[src/rtl/vpage_tlb_pkg.sv]
package vpage_tlb_pkg;
  localparam int EA_W     = 32;
  localparam int PID_W    = 8;
  localparam int MIN_OFF  = 12;
  localparam int PAGE_W   = EA_W - MIN_OFF;
  localparam int XRP_W    = 4;
  localparam int RA_W     = XRP_W + EA_W;
  localparam int ATTR_W   = 5;
  localparam int PERM_W   = 6;
  localparam int CODE_W   = 4;
  localparam int CODE_MIN = 1;
  localparam int CODE_MAX = 9;
  localparam int ARRAY_BIT = 28;
  localparam int IDX_LSB  = 16;

  typedef struct packed {
    logic              valid;
    logic              prot;
    logic [PID_W-1:0]  pid;
    logic              space;
    logic [CODE_W-1:0] code;
    logic [PAGE_W-1:0] epn;
    logic [ATTR_W-1:0] attr;
    logic [PAGE_W-1:0] rpn;
    logic [XRP_W-1:0]  xrpn;
    logic [PERM_W-1:0] perm;
  } tlbEntry_t;

  typedef struct packed {
    logic wrEn;
    logic invAll;
  } tlbCtl_t;

  function automatic logic codeOk(input logic [CODE_W-1:0] code);
    return (code >= CODE_W'(CODE_MIN)) && (code <= CODE_W'(CODE_MAX));
  endfunction

  // low bits of the address that pass through untranslated
  function automatic logic [EA_W-1:0] offMask(input logic [CODE_W-1:0] code);
    logic [EA_W-1:0] m;
    m = '0;
    for (int k = CODE_MIN; k <= CODE_MAX; k++) begin
      if (code == CODE_W'(k)) m = (EA_W'(1) << (10 + 2 * k)) - EA_W'(1);
    end
    return m;
  endfunction
endpackage

[src/rtl/vpage_tlb_ctrl.sv]
module vpage_tlb_ctrl
  import vpage_tlb_pkg::*;
#(
  parameter int ENTRIES = 16,
  localparam int IDX_W = $clog2(ENTRIES)
) (
  input  logic              clk,
  input  logic              rstN,
  input  logic [EA_W-1:0]   descWord,
  input  logic [1:0]        descSel,
  input  logic              descLoad,
  input  logic              commit,
  input  logic              invAll,
  output tlbCtl_t           ctl,
  output logic [IDX_W-1:0]  wrIdx,
  output tlbEntry_t         newEntry
);
  localparam int WORDS = 4;

  logic [EA_W-1:0] stage [WORDS];
  logic            unusedStage;

  for (genvar w = 0; w < WORDS; w++) begin : g_stage
    always_ff @(posedge clk) begin
      if (!rstN) stage[w] <= '0;
      else if (descLoad && descSel == 2'(w)) stage[w] <= descWord;
    end
  end

  always_comb begin
    newEntry.valid = stage[1][31];
    newEntry.prot  = stage[1][30];
    newEntry.pid   = stage[1][23:16];
    newEntry.space = stage[1][12];
    newEntry.code  = stage[1][11:8];
    newEntry.epn   = stage[2][EA_W-1:MIN_OFF];
    newEntry.attr  = stage[2][ATTR_W-1:0];
    newEntry.rpn   = stage[3][EA_W-1:MIN_OFF];
    newEntry.xrpn  = stage[3][11:8];
    newEntry.perm  = stage[3][PERM_W-1:0];
  end

  assign wrIdx      = stage[0][IDX_LSB +: IDX_W];
  assign ctl.wrEn   = commit && stage[0][ARRAY_BIT];
  assign ctl.invAll = invAll;
  assign unusedStage = ^{stage[0], stage[1], stage[2], stage[3]};
endmodule

[src/rtl/vpage_tlb_dp.sv]
module vpage_tlb_dp
  import vpage_tlb_pkg::*;
#(
  parameter int ENTRIES = 16,
  localparam int IDX_W = $clog2(ENTRIES)
) (
  input  logic               clk,
  input  logic               rstN,
  input  tlbCtl_t            ctl,
  input  logic [IDX_W-1:0]   wrIdx,
  input  tlbEntry_t          newEntry,
  input  logic [EA_W-1:0]    lkEa,
  input  logic               lkSpace,
  input  logic [PID_W-1:0]   lkPid,
  output logic               hit,
  output logic               multiHit,
  output logic [RA_W-1:0]    realAddr,
  output logic [ATTR_W-1:0]  attrOut,
  output logic [PERM_W-1:0]  permOut,
  output logic [ENTRIES-1:0] validVec,
  output logic [ENTRIES-1:0] protVec
);
  tlbEntry_t          ent [ENTRIES];
  logic [ENTRIES-1:0] matchVec;
  logic [IDX_W-1:0]   selIdx;
  tlbEntry_t          sel;
  logic [EA_W-1:0]    selMask;

  for (genvar i = 0; i < ENTRIES; i++) begin : g_ent
    logic [EA_W-1:0] m;
    logic            pidOk;
    logic            pageOk;

    always_ff @(posedge clk) begin
      if (!rstN) begin
        ent[i] <= '0;
      end else begin
        if (ctl.invAll && !ent[i].prot) ent[i].valid <= 1'b0;
        if (ctl.wrEn && wrIdx == IDX_W'(i)) ent[i] <= newEntry;
      end
    end

    assign m        = offMask(ent[i].code);
    assign pidOk    = (ent[i].pid == '0) || (ent[i].pid == lkPid);
    assign pageOk   = ((lkEa ^ {ent[i].epn, {MIN_OFF{1'b0}}}) & ~m) == '0;
    assign matchVec[i] = ent[i].valid && codeOk(ent[i].code) &&
                         (ent[i].space == lkSpace) && pidOk && pageOk;
    assign validVec[i] = ent[i].valid;
    assign protVec[i]  = ent[i].prot;
  end

  // lowest index wins
  always_comb begin
    selIdx = '0;
    for (int i = ENTRIES - 1; i >= 0; i--) begin
      if (matchVec[i]) selIdx = IDX_W'(i);
    end
  end

  assign sel      = ent[selIdx];
  assign selMask  = offMask(sel.code);
  assign hit      = |matchVec;
  assign multiHit = (matchVec & (matchVec - ENTRIES'(1))) != '0;

  always_comb begin
    if (hit) begin
      realAddr = {sel.xrpn, ({sel.rpn, {MIN_OFF{1'b0}}} & ~selMask) | (lkEa & selMask)};
      attrOut  = sel.attr;
      permOut  = sel.perm;
    end else begin
      realAddr = '0;
      attrOut  = '0;
      permOut  = '0;
    end
  end
endmodule

[src/rtl/vpage_tlb.sv]
module vpage_tlb
  import vpage_tlb_pkg::*;
#(
  parameter int ENTRIES = 16
) (
  input  logic              clk,
  input  logic              rstN,
  input  logic [31:0]       lkEa,
  input  logic              lkSpace,
  input  logic [7:0]        lkPid,
  output logic              hit,
  output logic              miss,
  output logic              multiHit,
  output logic [35:0]       realAddr,
  output logic [4:0]        attrOut,
  output logic [5:0]        permOut,
  input  logic [31:0]       descWord,
  input  logic [1:0]        descSel,
  input  logic              descLoad,
  input  logic              commit,
  input  logic              invAll
);
  localparam int IDX_W = $clog2(ENTRIES);

  tlbCtl_t            ctl;
  logic [IDX_W-1:0]   wrIdx;
  tlbEntry_t          newEntry;
  logic [ENTRIES-1:0] validVec;
  logic [ENTRIES-1:0] protVec;

  vpage_tlb_ctrl #(.ENTRIES(ENTRIES)) u_ctrl (
    .clk(clk), .rstN(rstN), .descWord(descWord), .descSel(descSel),
    .descLoad(descLoad), .commit(commit), .invAll(invAll),
    .ctl(ctl), .wrIdx(wrIdx), .newEntry(newEntry)
  );

  vpage_tlb_dp #(.ENTRIES(ENTRIES)) u_dp (
    .clk(clk), .rstN(rstN), .ctl(ctl), .wrIdx(wrIdx), .newEntry(newEntry),
    .lkEa(lkEa), .lkSpace(lkSpace), .lkPid(lkPid),
    .hit(hit), .multiHit(multiHit), .realAddr(realAddr),
    .attrOut(attrOut), .permOut(permOut),
    .validVec(validVec), .protVec(protVec)
  );

  assign miss = ~hit;
endmodule

[config.mk]
export PLATFORM = sky130hd
export DESIGN_NAME = vpage_tlb
export DESIGN_NICKNAME = d
export VERILOG_FILES = /design/src/rtl/vpage_tlb_pkg.sv /design/src/rtl/vpage_tlb_ctrl.sv /design/src/rtl/vpage_tlb_dp.sv /design/src/rtl/vpage_tlb.sv
export SDC_FILE = /design/constraint.sdc
export NUM_CORES = 2
export LEC_CHECK = 0
export ABC_AREA = 1
export CAP_MARGIN = 30
export CORE_MARGIN = 2
export CORE_UTILIZATION = 63
export CTS_CLUSTER_SIZE = 16
export DETAILED_ROUTE_END_ITERATION = 8
export PLACE_DENSITY_LB_ADDON = 0.25
export SYNTH_ARGS = -nofsm -noshare
export SYNTH_HDL_FRONTEND = slang
export SYNTH_HIERARCHICAL = 1
export SYNTH_SLANG_ARGS = --single-unit
[constraint.sdc]
create_clock -name clk -period 7.7 [get_ports clk]
set_clock_uncertainty 0.05 [all_clocks]
set_input_delay 0.77 -clock clk [delete_from_list [all_inputs] [get_ports clk]]
set_output_delay 0.77 -clock clk [all_outputs]
set_load 0.01 [all_outputs]
-- Word level (Yosys, flattened, before mapping)
Memories as Yosys holds them, arrays and structs flattened.
Index checks and enable logic that the tools add are counted.
- register bits after elaboration: 0
- memories kept: 2
- memory bits (writable): 1248
- input bits: 80
- word-level logic and storage cells: 862
- output and inout port bits: 50
- memories (memory ; depth ; width ; rd ports ; clocked after Yosys merged registers in ; wr ports ; RTL line ; RTL):
    u_dp.ent ; 16 ; 70 ; 17 ; 0 ; 16 ; vpage_tlb_dp.sv:23 ; tlbEntry_t ent [ENTRIES];
    u_ctrl.stage ; 4 ; 32 ; 4 ; 0 ; 4 ; vpage_tlb_ctrl.sv:20 ; logic [EA_W-1:0] stage [WORDS];
- $add $sub $neg: 1
- $lt $le $gt $ge: 32
- bitwise operators: 106
- equality and inequality tests: 203
- mux-type cells: 333
- reduce and logical (&&, ||, !) cells: 185
- operators with widths (kind ; number):
    2-to-1 mux 69 bit ; 16
    AND 32 bit ; 17
    NOT 28 -> 32 bit ; 17
    zero test 32 bit ; 16
    bitwise XOR 32 bit ; 16
    2-to-1 mux 28 bit ; 17
    2-to-1 mux 26 bit ; 17
    2-to-1 mux 24 bit ; 17
    2-to-1 mux 22 bit ; 17
    2-to-1 mux 20 bit ; 17
    2-to-1 mux 18 bit ; 17
    == test 4 x 3 -> 1 bit, second input constant ; 72
    2-to-1 mux 16 bit ; 17
    2-to-1 mux 14 bit ; 17
    2-to-1 mux 12 bit ; 17
    == test 4 bit, second input constant ; 42
    == test 4 x 2 -> 1 bit, second input constant ; 36
    2-to-1 mux 1 bit ; 141
    == test 8 bit ; 16
    zero test 8 bit ; 16
    2-to-1 mux 32 bit ; 4
    logical AND 1 bit ; 117
    == test 4 x 1 -> 1 bit, second input constant ; 18
    greater-or-equal comparator 4 x 1 -> 1 bit, second input constant ; 16
    20 further kinds ; 147

-- Depth between registers and ports, before layout
An unclocked memory read counts as a cell.
- depth after elaboration: 46
- mapped depth: 40

-- Hierarchy
Netlist, hierarchy kept.
- modules (own cells, without submodules) (module ; area an instance (µm²) ; seq. area each (µm²) ; cells an instance ; times used):
    vpage_tlb_dp ; 59419.5 ; 33632.3 ; 6585 ; 1
    vpage_tlb_ctrl ; 3000.4 ; 2252.2 ; 210 ; 1
    vpage_tlb ; 3.8 ; 0.0 ; 1 ; 1

-- Least setup slack after synthesis
No wires, ideal clock.
- path type: input to register
- start point: in commit
- end point: mem u_dp/ent[4][0] in the netlist's numbering (enable)
- setup time: 0.591 ns
- arrival time: 6.156 ns
- slack: 0.903 ns
- buffers on the path: 1
- stages: 5
- cell sequence: nand2_1 -> inv_1 -> buf_1 -> nand2_1 -> o21ai_0
- RTL lines (item ; RTL line ; RTL):
    start: declaration ; vpage_tlb.sv:20 ; input logic commit,
    end: declaration ; vpage_tlb_dp.sv:23 ;

-- Final worst setup path
- start point: in lkEa[15]
- end point: out permOut[0]
- word-level cells in the longest chain between the ends: 22
- elaborated cells between the ends (all ways): 83
- classes of those cells: mux (17); bitwise (32); reduce/logical (33); memory (1)
- ends and longest elaborated chain (item ; RTL line ; RTL):
    start: declaration ; vpage_tlb.sv:8 ; input logic [31:0] lkEa,
    bitwise XOR 32 bit ; vpage_tlb_dp.sv:45 ; assign pageOk = ((lkEa ^ {ent[i].epn, {MIN_OFF{1'b0}}}) & ~m) == '0;
    AND 32 bit ; vpage_tlb_dp.sv:45 ;
    zero test 32 bit ; vpage_tlb_dp.sv:45 ;
    logical AND 1 bit ; vpage_tlb_dp.sv:47 ; (ent[i].space == lkSpace) && pidOk && pageOk;
    2-to-1 mux 4 bit (16 in a row) ; vpage_tlb_dp.sv:56 ; if (matchVec[i]) selIdx = IDX_W'(i);
    memory (16 x 70 bit) ; -- ;
    2-to-1 mux 6 bit (*) ; vpage_tlb_dp.sv:66 ; if (hit) begin
    end: declaration ; vpage_tlb.sv:16 ; output logic [5:0] permOut,
Mark *: on every way between the ends. The rest lies on a longest branch, timed or not.

==> reports/qor.yml <==
total_leakage_power_nw: 28.0
io_pins: 130
clock.fmax_mhz: 135
numCtsBuffers: 120
syn_avg_cell_area_um2: 9.19
maxCapViolations: 0
finalMaxSlewViolations: 0
clock_latency_ps: 740
drive_gt1_share_pct: 7.34
yosysWarnings: 6
post-cts-setup-buffer-count: 0
worst_setup_path_end_kind: "output pin"
cts_tree: "built"
overflow: 0
gp_congestion: 1.03
syn-num-nets: 6844
internal-power_mw: 11.1
h-tree-depth: 3
critical_path.startpoint_type: "primary input"
min_period_over_period_pct: 96.5
nNetsFinal: 6874
grt_pass1_wl_mm: 309
critPathMaxFanout: 54
synth_cells: 6764
p_clk_share_pct: 40.4
grt_usage_pct: 41.5
hold_start: "u_dp/ent[4][68]$_SDFFCE_PN0P_"
root_buffer: "clkbuf_16"
status: "completed"
clkTransAtPathRegs_ps: 60
critical_path_buf_inv_count: 5
die_area_mm2: 0.101
path_class: "primary input to output pin"
worstMarginPinSlew_ps: 1070
pwr-share-comb_pct: 9.2
slew_headroom_pct: 28.4
p_switching_mw: 3.64
rsz0062_at_grt: "no"
final_util_pct: 70.6
setup_viol: 0
antenna_found_initial: 4
rows: 115
cp-startpoint: "lkEa[15]"
path_delay_family: "simple AND/OR/NAND/NOR gates"
synthesis.area_mm2: 0.0622
drt_iter0_drc: 7447
cts_resized: 0
clk_path_buf_depth: 3
setup-tns-final_ps: 0
crit_slowest_cell: "clkdlybuf4s50_1"
grt_max_degree: 123
fin_crit_ps: 7430
antenna_left: 0
dpl.hpwl_mm: 137
vias: 51735
worst_slack_ps: 272
first_global_vias: 48613
dpl-instance-area_mm2: 0.0653
cp.required_ps: 6880
arrival_ps: 6610
p_seq_share_pct: 50.5
cts_hold_buffers: 0
portBuffers: 127
vdd_ir_drop_max_uv: 247
start_util_pct: 63.4
wl_per_cell_um: 26.1
first_pass_iters: 7
power_density_mw_per_mm2: 213
route.detailed.drc: 0
clock_sinks: 1195
die_h_um: 318
cp_common_cell: "nand2_1"
sw_frac_of_total_pct: 24.6
area_delta_synth_final_pct: 11.4
hold_path_class: "flip-flop to flip-flop"
core_area_mm2: 0.0981
dp_slack_ps: 600
fin_area_mm2: 0.0693
reg2reg_from: "u_ctrl/stage[0][17]$_SDFFCE_PN0P_"
vias_per_cell: 6.32
slowest_delay_ps: 840
wirelength_mm: 214
die_w_um: 318
hold_violations: 0
==> power groups by stage <==
stage | combinational, mW | sequential [mW] | clock (mW)
after floorplan | 0.775 | 7.61 | 0
after global placement | 1.27 | 7.59 | 0
after detailed placement | 1.31 | 7.60 | 0
after CTS | 1.32 | 7.46 | 5.99
after global routing | 1.42 | 7.48 | 6.22
final | 1.36 | 7.46 | 5.97
==> path summary, 6_finish.rpt <==
check / depth (start not counted) / slack, ps / endpoint
setup reg to reg: 4 / 4430 / u_dp/ent[5][55]$_SDFFCE_PN0P_
hold / removal: 1 / 520 / u_dp/ent[4][69]$_DFFE_PP_
hold reg to reg: 1 / 520 / u_dp/ent[4][69]$_DFFE_PP_
setup / recovery: 31 / 270 / permOut[0]
==> sequential cells by signal, indices dropped and copies added, names as in the netlist <==
signal,flops
u_dp/ent,1120
u_ctrl/stage,75
==> final cells by class <==
class                           count  area, um^2
Antenna cell                        1        2.50
Clock buffer                      147        3190
Clock inverter                     74         783
Fill cell                        7263       28800
Inverter                          475        1790
Multi-Input combinational cell   4677       22800
Sequential cell                  1195       35900
Tap cell                         1287        1610
Timing Repair Buffer              325        3260
==> layer usage <==
layer | up-vias | share of wire (%) | wire length, um | global-route usage, %
met3 | 778 | 12 | 26000 | 7.47
met2 | 3646 | 46 | 97500 | 65.7
met5 | - | 0.013 | 28 | 0
met4 | 4 | 7.2 | 15300 | 25.9
li1 | 22776 | - | - | -
met1 | 24531 | 35 | 74600 | 53.5
==> worst reg2reg max path, cell delays in order (launching register included) <==
cell      delay [ps]
edfxtp_1         430
nor2_1           490
nand2_1          330
o21ai_4          580
buf_4            900
==> layout by cell type (no fill, tap or decap), types with 10 or more instances in the layout <==
| cell type | instances |
|---|---|
| nor2_1 | 1926 |
| edfxtp_1 | 1195 |
| nand2_1 | 888 |
| nand3_1 | 509 |
| inv_1 | 446 |
| o21ai_0 | 280 |
| xnor2_1 | 207 |
| buf_4 | 163 |
| xor2_1 | 153 |
| clkdlybuf4s50_1 | 126 |
| clkbuf_16 | 124 |
| a21oi_1 | 109 |
| nor4_1 | 86 |
| nand4_1 | 78 |
| a41oi_1 | 44 |
| clkinv_1 | 39 |
| nor3_1 | 39 |
| o2111ai_1 | 37 |
| a31oi_1 | 36 |
| nor2_2 | 32 |
| clkbuf_1 | 23 |
| o211ai_1 | 23 |
| buf_12 | 23 |
| or2_2 | 22 |
| inv_2 | 19 |
| clkinv_2 | 18 |
| bufinv_16 | 15 |
| and2_1 | 14 |
| nand3b_1 | 14 |
| nor2_4 | 12 |
| o22ai_1 | 12 |
| o21ai_4 | 12 |
| o21ai_1 | 11 |
| buf_16 | 10 |
| nand2_2 | 10 |
==> metrics by stage <==
step                hold WS, ps  power, mW  std cells
floorplan                   503       8.39       6764
global placement            492       8.86       7944
detailed placement          510       8.90       7957
CTS                         524       14.8       8178
global route                542       15.1       8181
finish                      515       14.8       8181
Note: power is estimated with default switching activity, not from simulation.
